File: src/rtl/rxa_pkg.sv
package rxa_pkg;

  typedef enum logic [1:0] {
    RX_EV_NONE,
    RX_EV_POOL,
    RX_EV_END,
    RX_EV_OVF
  } rx_evt_e;

  typedef enum logic [1:0] {
    ST_IDLE,
    ST_READ,
    ST_SEND
  } rx_state_e;

  // Exact match of the end-of-frame status flags for the selected variant.
  function automatic logic status_good(input logic [7:0] s, input logic trailer);
    logic [7:0] mask;
    logic [7:0] want;
    mask = trailer ? 8'hF0 : 8'h70;
    want = trailer ? 8'hA0 : 8'h20;
    return (s & mask) == want;
  endfunction

endpackage

File: src/rtl/rxa_decide.sv
module rxa_decide
  import rxa_pkg::*;
#(
  parameter int MAX_LEN        = 64,
  parameter int POOL_BYTES     = 32,
  parameter int STATUS_TRAILER = 1,
  parameter int LEN_W          = $clog2(MAX_LEN),
  parameter int CNT_W          = $clog2(POOL_BYTES)
) (
  input  logic             idle,
  input  logic             pool_evt,
  input  logic             end_evt,
  input  logic             ovf_evt,
  input  logic [7:0]       status,
  input  logic [7:0]       count,
  input  logic [LEN_W-1:0] fill,
  output rx_evt_e          kind,
  output logic             do_read,
  output logic [CNT_W:0]   rd_n,
  output logic             ack_now,
  output logic             clear_fill
);
  localparam int SUM_W = $clog2(MAX_LEN + POOL_BYTES) + 1;

  logic             ovf_seen;
  logic [7:0]       cnt_masked;
  logic [SUM_W-1:0] need;
  logic             overrun;
  logic             accept;

  generate
    if (STATUS_TRAILER != 0) begin : g_ovf_on
      assign ovf_seen = ovf_evt;
    end else begin : g_ovf_off
      assign ovf_seen = 1'b0 & ovf_evt;
    end
  endgenerate

  // End beats pool beats overflow; nothing is taken while busy.
  always_comb begin
    kind = RX_EV_NONE;
    if (idle) begin
      if (end_evt)       kind = RX_EV_END;
      else if (pool_evt) kind = RX_EV_POOL;
      else if (ovf_seen) kind = RX_EV_OVF;
    end
  end

  assign cnt_masked = count & 8'(POOL_BYTES - 1);

  always_comb begin
    if (kind == RX_EV_END && cnt_masked != 8'd0)
      rd_n = (CNT_W+1)'(cnt_masked);
    else
      rd_n = (CNT_W+1)'(POOL_BYTES);
  end

  assign need    = SUM_W'(fill) + SUM_W'(rd_n);
  assign overrun = need >= SUM_W'(MAX_LEN);

  assign accept = (kind == RX_EV_POOL) ||
                  (kind == RX_EV_END && status_good(status, STATUS_TRAILER != 0));

  assign do_read    = accept && !overrun;
  assign ack_now    = (kind != RX_EV_NONE) && !do_read;
  assign clear_fill = (kind == RX_EV_POOL || kind == RX_EV_END) && !do_read;

endmodule

File: src/rtl/rxa_buf_ram.sv
module rxa_buf_ram #(
  parameter int DEPTH  = 64,
  parameter int DATA_W = 8,
  parameter int ADDR_W = $clog2(DEPTH)
) (
  input  logic              clk,
  input  logic              we,
  input  logic [ADDR_W-1:0] waddr,
  input  logic [DATA_W-1:0] wdata,
  input  logic [ADDR_W-1:0] raddr,
  output logic [DATA_W-1:0] rdata
);
  logic [DATA_W-1:0] mem [DEPTH];

  always_ff @(posedge clk) begin
    if (we) mem[waddr] <= wdata;
    rdata <= mem[raddr];
  end

endmodule

File: src/rtl/rxa_out_stage.sv
module rxa_out_stage #(
  parameter int LEN_W = 6
) (
  input  logic             clk,
  input  logic             rst,
  input  logic             issue,
  input  logic             first,
  input  logic             last,
  input  logic [LEN_W-1:0] len_in,
  output logic             valid,
  output logic             sof,
  output logic             eof,
  output logic [LEN_W-1:0] len
);
  // These registers update on the same edge as the RAM read register, so they stay aligned with it.
  always_ff @(posedge clk) begin
    if (rst) begin
      valid <= 1'b0;
      sof   <= 1'b0;
      eof   <= 1'b0;
      len   <= '0;
    end else begin
      valid <= issue;
      sof   <= issue & first;
      eof   <= issue & last;
      if (issue) len <= len_in;
    end
  end

endmodule

File: src/rtl/hdlc_rx_assembler.sv
module hdlc_rx_assembler
  import rxa_pkg::*;
#(
  parameter int MAX_LEN        = 64,
  parameter int POOL_BYTES     = 32,
  parameter int STATUS_TRAILER = 1
) (
  input  logic                       clk,
  input  logic                       rst,
  input  logic                       pool_full_evt,
  input  logic                       msg_end_evt,
  input  logic                       overflow_evt,
  input  logic [7:0]                 end_status,
  input  logic [7:0]                 end_count,
  input  logic [7:0]                 fifo_rdata,
  output logic                       fifo_pop,
  output logic                       done_ack,
  output logic                       frm_valid,
  output logic                       frm_sof,
  output logic                       frm_eof,
  output logic [7:0]                 frm_data,
  output logic [$clog2(MAX_LEN)-1:0] frm_len
);
  localparam int LEN_W = $clog2(MAX_LEN);
  localparam int CNT_W = $clog2(POOL_BYTES);
  localparam logic [LEN_W:0] TRAIL = (LEN_W+1)'(STATUS_TRAILER != 0 ? 1 : 0);

  rx_state_e        st;
  logic [LEN_W-1:0] wr_ptr;
  logic [LEN_W-1:0] rd_ptr;
  logic [LEN_W-1:0] send_len;
  logic [CNT_W:0]   rem;
  logic             cur_end;
  logic             ack_q;

  rx_evt_e          kind;
  logic             do_read;
  logic [CNT_W:0]   rd_n;
  logic             ack_now;
  logic             clear_fill;

  logic [LEN_W:0]   flen;
  logic             send_issue;
  logic             send_last;

  rxa_decide #(
    .MAX_LEN       (MAX_LEN),
    .POOL_BYTES    (POOL_BYTES),
    .STATUS_TRAILER(STATUS_TRAILER),
    .LEN_W         (LEN_W),
    .CNT_W         (CNT_W)
  ) u_decide (
    .idle      (st == ST_IDLE),
    .pool_evt  (pool_full_evt),
    .end_evt   (msg_end_evt),
    .ovf_evt   (overflow_evt),
    .status    (end_status),
    .count     (end_count),
    .fill      (wr_ptr),
    .kind      (kind),
    .do_read   (do_read),
    .rd_n      (rd_n),
    .ack_now   (ack_now),
    .clear_fill(clear_fill)
  );

  assign fifo_pop   = (st == ST_READ);
  assign send_issue = (st == ST_SEND);
  assign send_last  = (rd_ptr == send_len - LEN_W'(1));
  assign flen       = (LEN_W+1)'(wr_ptr) + (LEN_W+1)'(1) - TRAIL;

  always_ff @(posedge clk) begin
    if (rst) begin
      st       <= ST_IDLE;
      wr_ptr   <= '0;
      rd_ptr   <= '0;
      send_len <= '0;
      rem      <= '0;
      cur_end  <= 1'b0;
      ack_q    <= 1'b0;
    end else begin
      ack_q <= 1'b0;
      unique case (st)
        ST_IDLE: begin
          if (do_read) begin
            st      <= ST_READ;
            rem     <= rd_n;
            cur_end <= (kind == RX_EV_END);
          end else begin
            if (ack_now)    ack_q  <= 1'b1;
            if (clear_fill) wr_ptr <= '0;
          end
        end
        ST_READ: begin
          wr_ptr <= wr_ptr + LEN_W'(1);
          rem    <= rem - (CNT_W+1)'(1);
          if (rem == (CNT_W+1)'(1)) begin
            ack_q <= 1'b1;
            st    <= ST_IDLE;
            if (cur_end) begin
              wr_ptr <= '0;
              if (flen != '0) begin
                st       <= ST_SEND;
                send_len <= flen[LEN_W-1:0];
                rd_ptr   <= '0;
              end
            end
          end
        end
        ST_SEND: begin
          rd_ptr <= rd_ptr + LEN_W'(1);
          if (send_last) st <= ST_IDLE;
        end
        default: st <= ST_IDLE;
      endcase
    end
  end

  assign done_ack = ack_q;

  rxa_buf_ram #(
    .DEPTH (MAX_LEN),
    .DATA_W(8),
    .ADDR_W(LEN_W)
  ) u_ram (
    .clk  (clk),
    .we   (fifo_pop),
    .waddr(wr_ptr),
    .wdata(fifo_rdata),
    .raddr(rd_ptr),
    .rdata(frm_data)
  );

  rxa_out_stage #(
    .LEN_W(LEN_W)
  ) u_out (
    .clk   (clk),
    .rst   (rst),
    .issue (send_issue),
    .first (rd_ptr == '0),
    .last  (send_last),
    .len_in(send_len),
    .valid (frm_valid),
    .sof   (frm_sof),
    .eof   (frm_eof),
    .len   (frm_len)
  );

endmodule

File: config.mk
export PLATFORM = sky130hd
export DESIGN_NAME = hdlc_rx_assembler
export DESIGN_NICKNAME = d
export VERILOG_FILES = /design/src/rtl/rxa_pkg.sv /design/src/rtl/rxa_decide.sv /design/src/rtl/rxa_buf_ram.sv /design/src/rtl/rxa_out_stage.sv /design/src/rtl/hdlc_rx_assembler.sv
export SDC_FILE = /design/constraint.sdc
export NUM_CORES = 1
export LEC_CHECK = 0
export BUFFER_PORTS_ARGS = -buffer_cell sky130_fd_sc_hd__buf_2
export CORE_AREA = 2 2 214 216
export CTS_BUF_LIST = sky130_fd_sc_hd__clkbuf_4 sky130_fd_sc_hd__clkbuf_8
export DETAILED_ROUTE_END_ITERATION = 12
export DIE_AREA = 0 0 216 218
export PLACE_DENSITY = 0.75
export SLEW_MARGIN = 20
export SYNTH_ARGS = -nofsm -noshare
export SYNTH_HDL_FRONTEND = slang
export SYNTH_SLANG_ARGS = --single-unit
File: constraint.sdc
create_clock -name clk -period 5.2 [get_ports clk]
set_clock_uncertainty 0.1 [all_clocks]
set_input_delay 0.52 -clock clk [delete_from_list [all_inputs] [get_ports clk]]
set_output_delay 0.52 -clock clk [all_outputs]
set_load 0.005 [all_outputs]
==> summary.txt <==
outcome = finished, final reports clean
mapped cell area = 0.0221 mm²
total die area = 0.0471 mm²
layout cells sized above 1 = 24.0%
worst slack, placed = 1.39 ns
fin crit share = 72.7%
post-CTS setup buffer count = 0
buffers and inverters on the worst path = 2
Max FO, Critical Path = 11
final setup violation count = 0
RSZ-0062 raised after global routing = no
Core ar. = 0.0449 mm²
worst min-delay path category = in -> reg
Die Width = 216 µm
GPL Wtd Cong = 0.866
Setup WS post-layout = 1.42 ns
Hold Crit Depth = 3
slowest stage delay, CP = 0.47 ns
clock buffer depth = 3
Slew HR = 14.2%
Top delay family on crit path = compound AO/OA/AOI/OAI gates
total CTS buffers = 87
Fmax = 264 MHz
Final Hold Viols = 0
Initial DRC Count = 1278
Chip Height = 218 µm
CTS root buf = clkbuf_8
CP cell instances = nor2_1 > inv_1 > nor3_1 > inv_1 > ha_1 > and2_1 > ha_1 > fa_1 > a21o_1 > a211o_1 > a211oi_1 > mux2_2 > a21oi_1
Hold Path Origin = end_count[2]
first-pass GRT wire length = 72500 µm
drt wl/cell = 25.0 µm
final slew viol count = 0
FF-to-FF setup slack = 1.42 ns
top-area cell type share of the netlist area = 69.5%
Synth area leader = edfxtp_1
# rows = 78
CTS H-tree lvls = 3
Nets = 1336
Lkg Pwr = 0.00767 µW
max_cap viols = 0
routed vias/inst = 6.01
IO buf count = 40
CP required = 5.65 ns
Post-synth ARST share = 0%
top cells by area, synth = edfxtp_1, mux4_2, dfxtp_1, mux2i_1, nor2_1
GR Overflow Total = 0
Cell variety after synth = 62
via count = 11800
min Tclk post-route = 3.78 ns
Residual DRC = 0
Resized Gates After CTS = 0
Main synth FF type = edfxtp_1
WP depth = 13
Fill cells = 3433
CP startpoint = st[1]$_SDFFE_PP0P_
CP Capture Type = register
most frequent cells in the layout = edfxtp_1, mux4_2, nor2_1, clkbuf_8, nand2_1
hold buffer count at cts = 0
Critical path destination = rem[0]$_SDFFE_PP0P_
setup_tns = 0 ns
P&R area growth vs syn = 11.5%
Tot Pwr = 8740 µW
R2R Path End = rem[0]$_SDFFE_PP0P_
initial core utilization = 49.3%
peak supply drop = 0.000207 V
I/O pin count = 48
EDFF count, synth = 512
sequential area share after synthesis = 73.6%
initial antenna violation count = 0
HPWL after DPL = 29500 µm
crit path DAT = 4.24 ns
Ys Warns = 0
CTS tree = done
Clk pin slew, worst setup/hold paths = 0.06 ns
commonest non-fill, non-tap cell in the layout = edfxtp_1
final wirelength = 49100 µm
Worst Setup Path Type = reg -> reg
FF-to-FF path depth = 13
largest net degree at the start of global routing = 65
Synth Instances = 1210
Crit-path slowest cell = a211oi_1
iteration count of the initial detailed-routing pass = 6
reg-to-reg startpoint = st[1]$_SDFFE_PP0P_
synthesized netlist net count = 1255
Routed Antenna Nets = 0
Power Density = 355 mW/mm²
Total GRT Usage = 20.9%
post-synthesis register bit count = 557
Clock Sinks = 557
vias in the first global route = 11700
Syn Area/Cell = 18.3 µm²
Least-Margin Pin Slew = 1.26 ns
startpoint types = register
worst skew pair latency = 0.64 ns
## logic make-up after synthesis
logic type	synth area share [%]
XOR/XNOR	0.515
adder cells (fa/ha/maj)	0.939
AO/OA/AOI/OAI	4.13
buffers and inverters	1.87
AND/OR/NAND/NOR	5.21
flip-flops	73.6
multiplexers	13.7
## synthesized netlist by cell type, types with 3 or more instances
cell and n:
nor2_1 96, xnor2_1 9, nand3b_1 4, nor4_1 3
inv_1 14, o31ai_1 3, xor2_1 4, dfxtp_1 45
a21o_1 3, or4_1 3, mux4_2 112, nand3_1 14
nand4_1 4, buf_2 18, nand2b_1 8, buf_4 12
a21oi_1 47, o21ai_0 13, o22ai_1 6, nor3_1 27
clkbuf_1 29, o221ai_1 4, and2_1 6, nand2_1 62
nor2b_1 10, edfxtp_1 512, ha_1 15, a22oi_1 17
buf_1 4, a221oi_1 3, a211oi_1 3, mux2i_1 41
a221o_1 5, or3_1 4, a2111oi_0 10, buf_6 3
mux4_1 3
## state kept, by name (all words and copies together), names as in the netlist
signal       count
cur_end          1
done_ack         1
rd_ptr           6
rem              6
send_len         6
st               2
u_out.eof        1
u_out.len        6
u_out.sof        1
u_out.valid      1
u_ram.mem      512
u_ram.rdata      8
wr_ptr           6
## area by class of cell
| type | count | area, µm² | share of cell area [%] |
|---|---|---|---|
| well taps | 600 | 751 | 3.05 |
| diodes | 1 | 2.50 | 0.0102 |
| clock buffers | 122 | 1520 | 6.15 |
| inverters | 15 | 56.3 | 0.228 |
| clock inverters | 34 | 210 | 0.853 |
| multi-input cells | 571 | 5430 | 22.0 |
| flip-flops and latches | 557 | 16300 | 66.1 |
| repair buffers | 59 | 398 | 1.61 |
## metal layers
metal / wire, µm / global-route usage, % / up-vias
li1: - / - / 5041
met1: 19500 / 28.4 / 6054
met2: 23700 / 33.4 / 606
met3: 4320 / 4.71 / 82
met4: 1470 / 7.92 / 0
met5: 0 / 0 / -
## worst min-delay path, cell delays in order
cell       delay, ns
buf_2           0.11
nand2_1         0.09
a2111oi_2       0.07
## how the worst min path moves through the flow
stage | end | slack, ns
after CTS | rem[2]$_SDFFE_PP0P_ | 0.06
after floorplan | u_out.len[0]$_SDFFE_PP0P_ | 0.35
after global routing | rem[2]$_SDFFE_PP0P_ | 0.11
after detailed placement | u_out.len[2]$_SDFFE_PP0P_ | 0.36
final | rem[2]$_SDFFE_PP0P_ | 0.11
after global placement | u_out.len[2]$_SDFFE_PP0P_ | 0.35
## stage by stage
step | instances | hold slack (ns) | util [%] | instance area (µm²)
floorplan | 1210 | 0.353 | - | 22100
global placement | 1802 | 0.346 | 51.0 | 22900
detailed placement | 1802 | 0.357 | 51.0 | 22900
CTS | 1958 | 0.0572 | 54.9 | 24600
global route | 1958 | 0.108 | 54.9 | 24600
finish | 1959 | 0.105 | 54.9 | 24600
## report_power, final
group	switching (µW)	leakage [µW]	total (µW)	internal (µW)
logic	142	0.00178	194	52.2
registers	16.7	0.00497	4920	4910
clock network	1650	0.000921	3630	1980
total	1810	0.00767	8740	6940
Power figures use the tool's default switching activity.
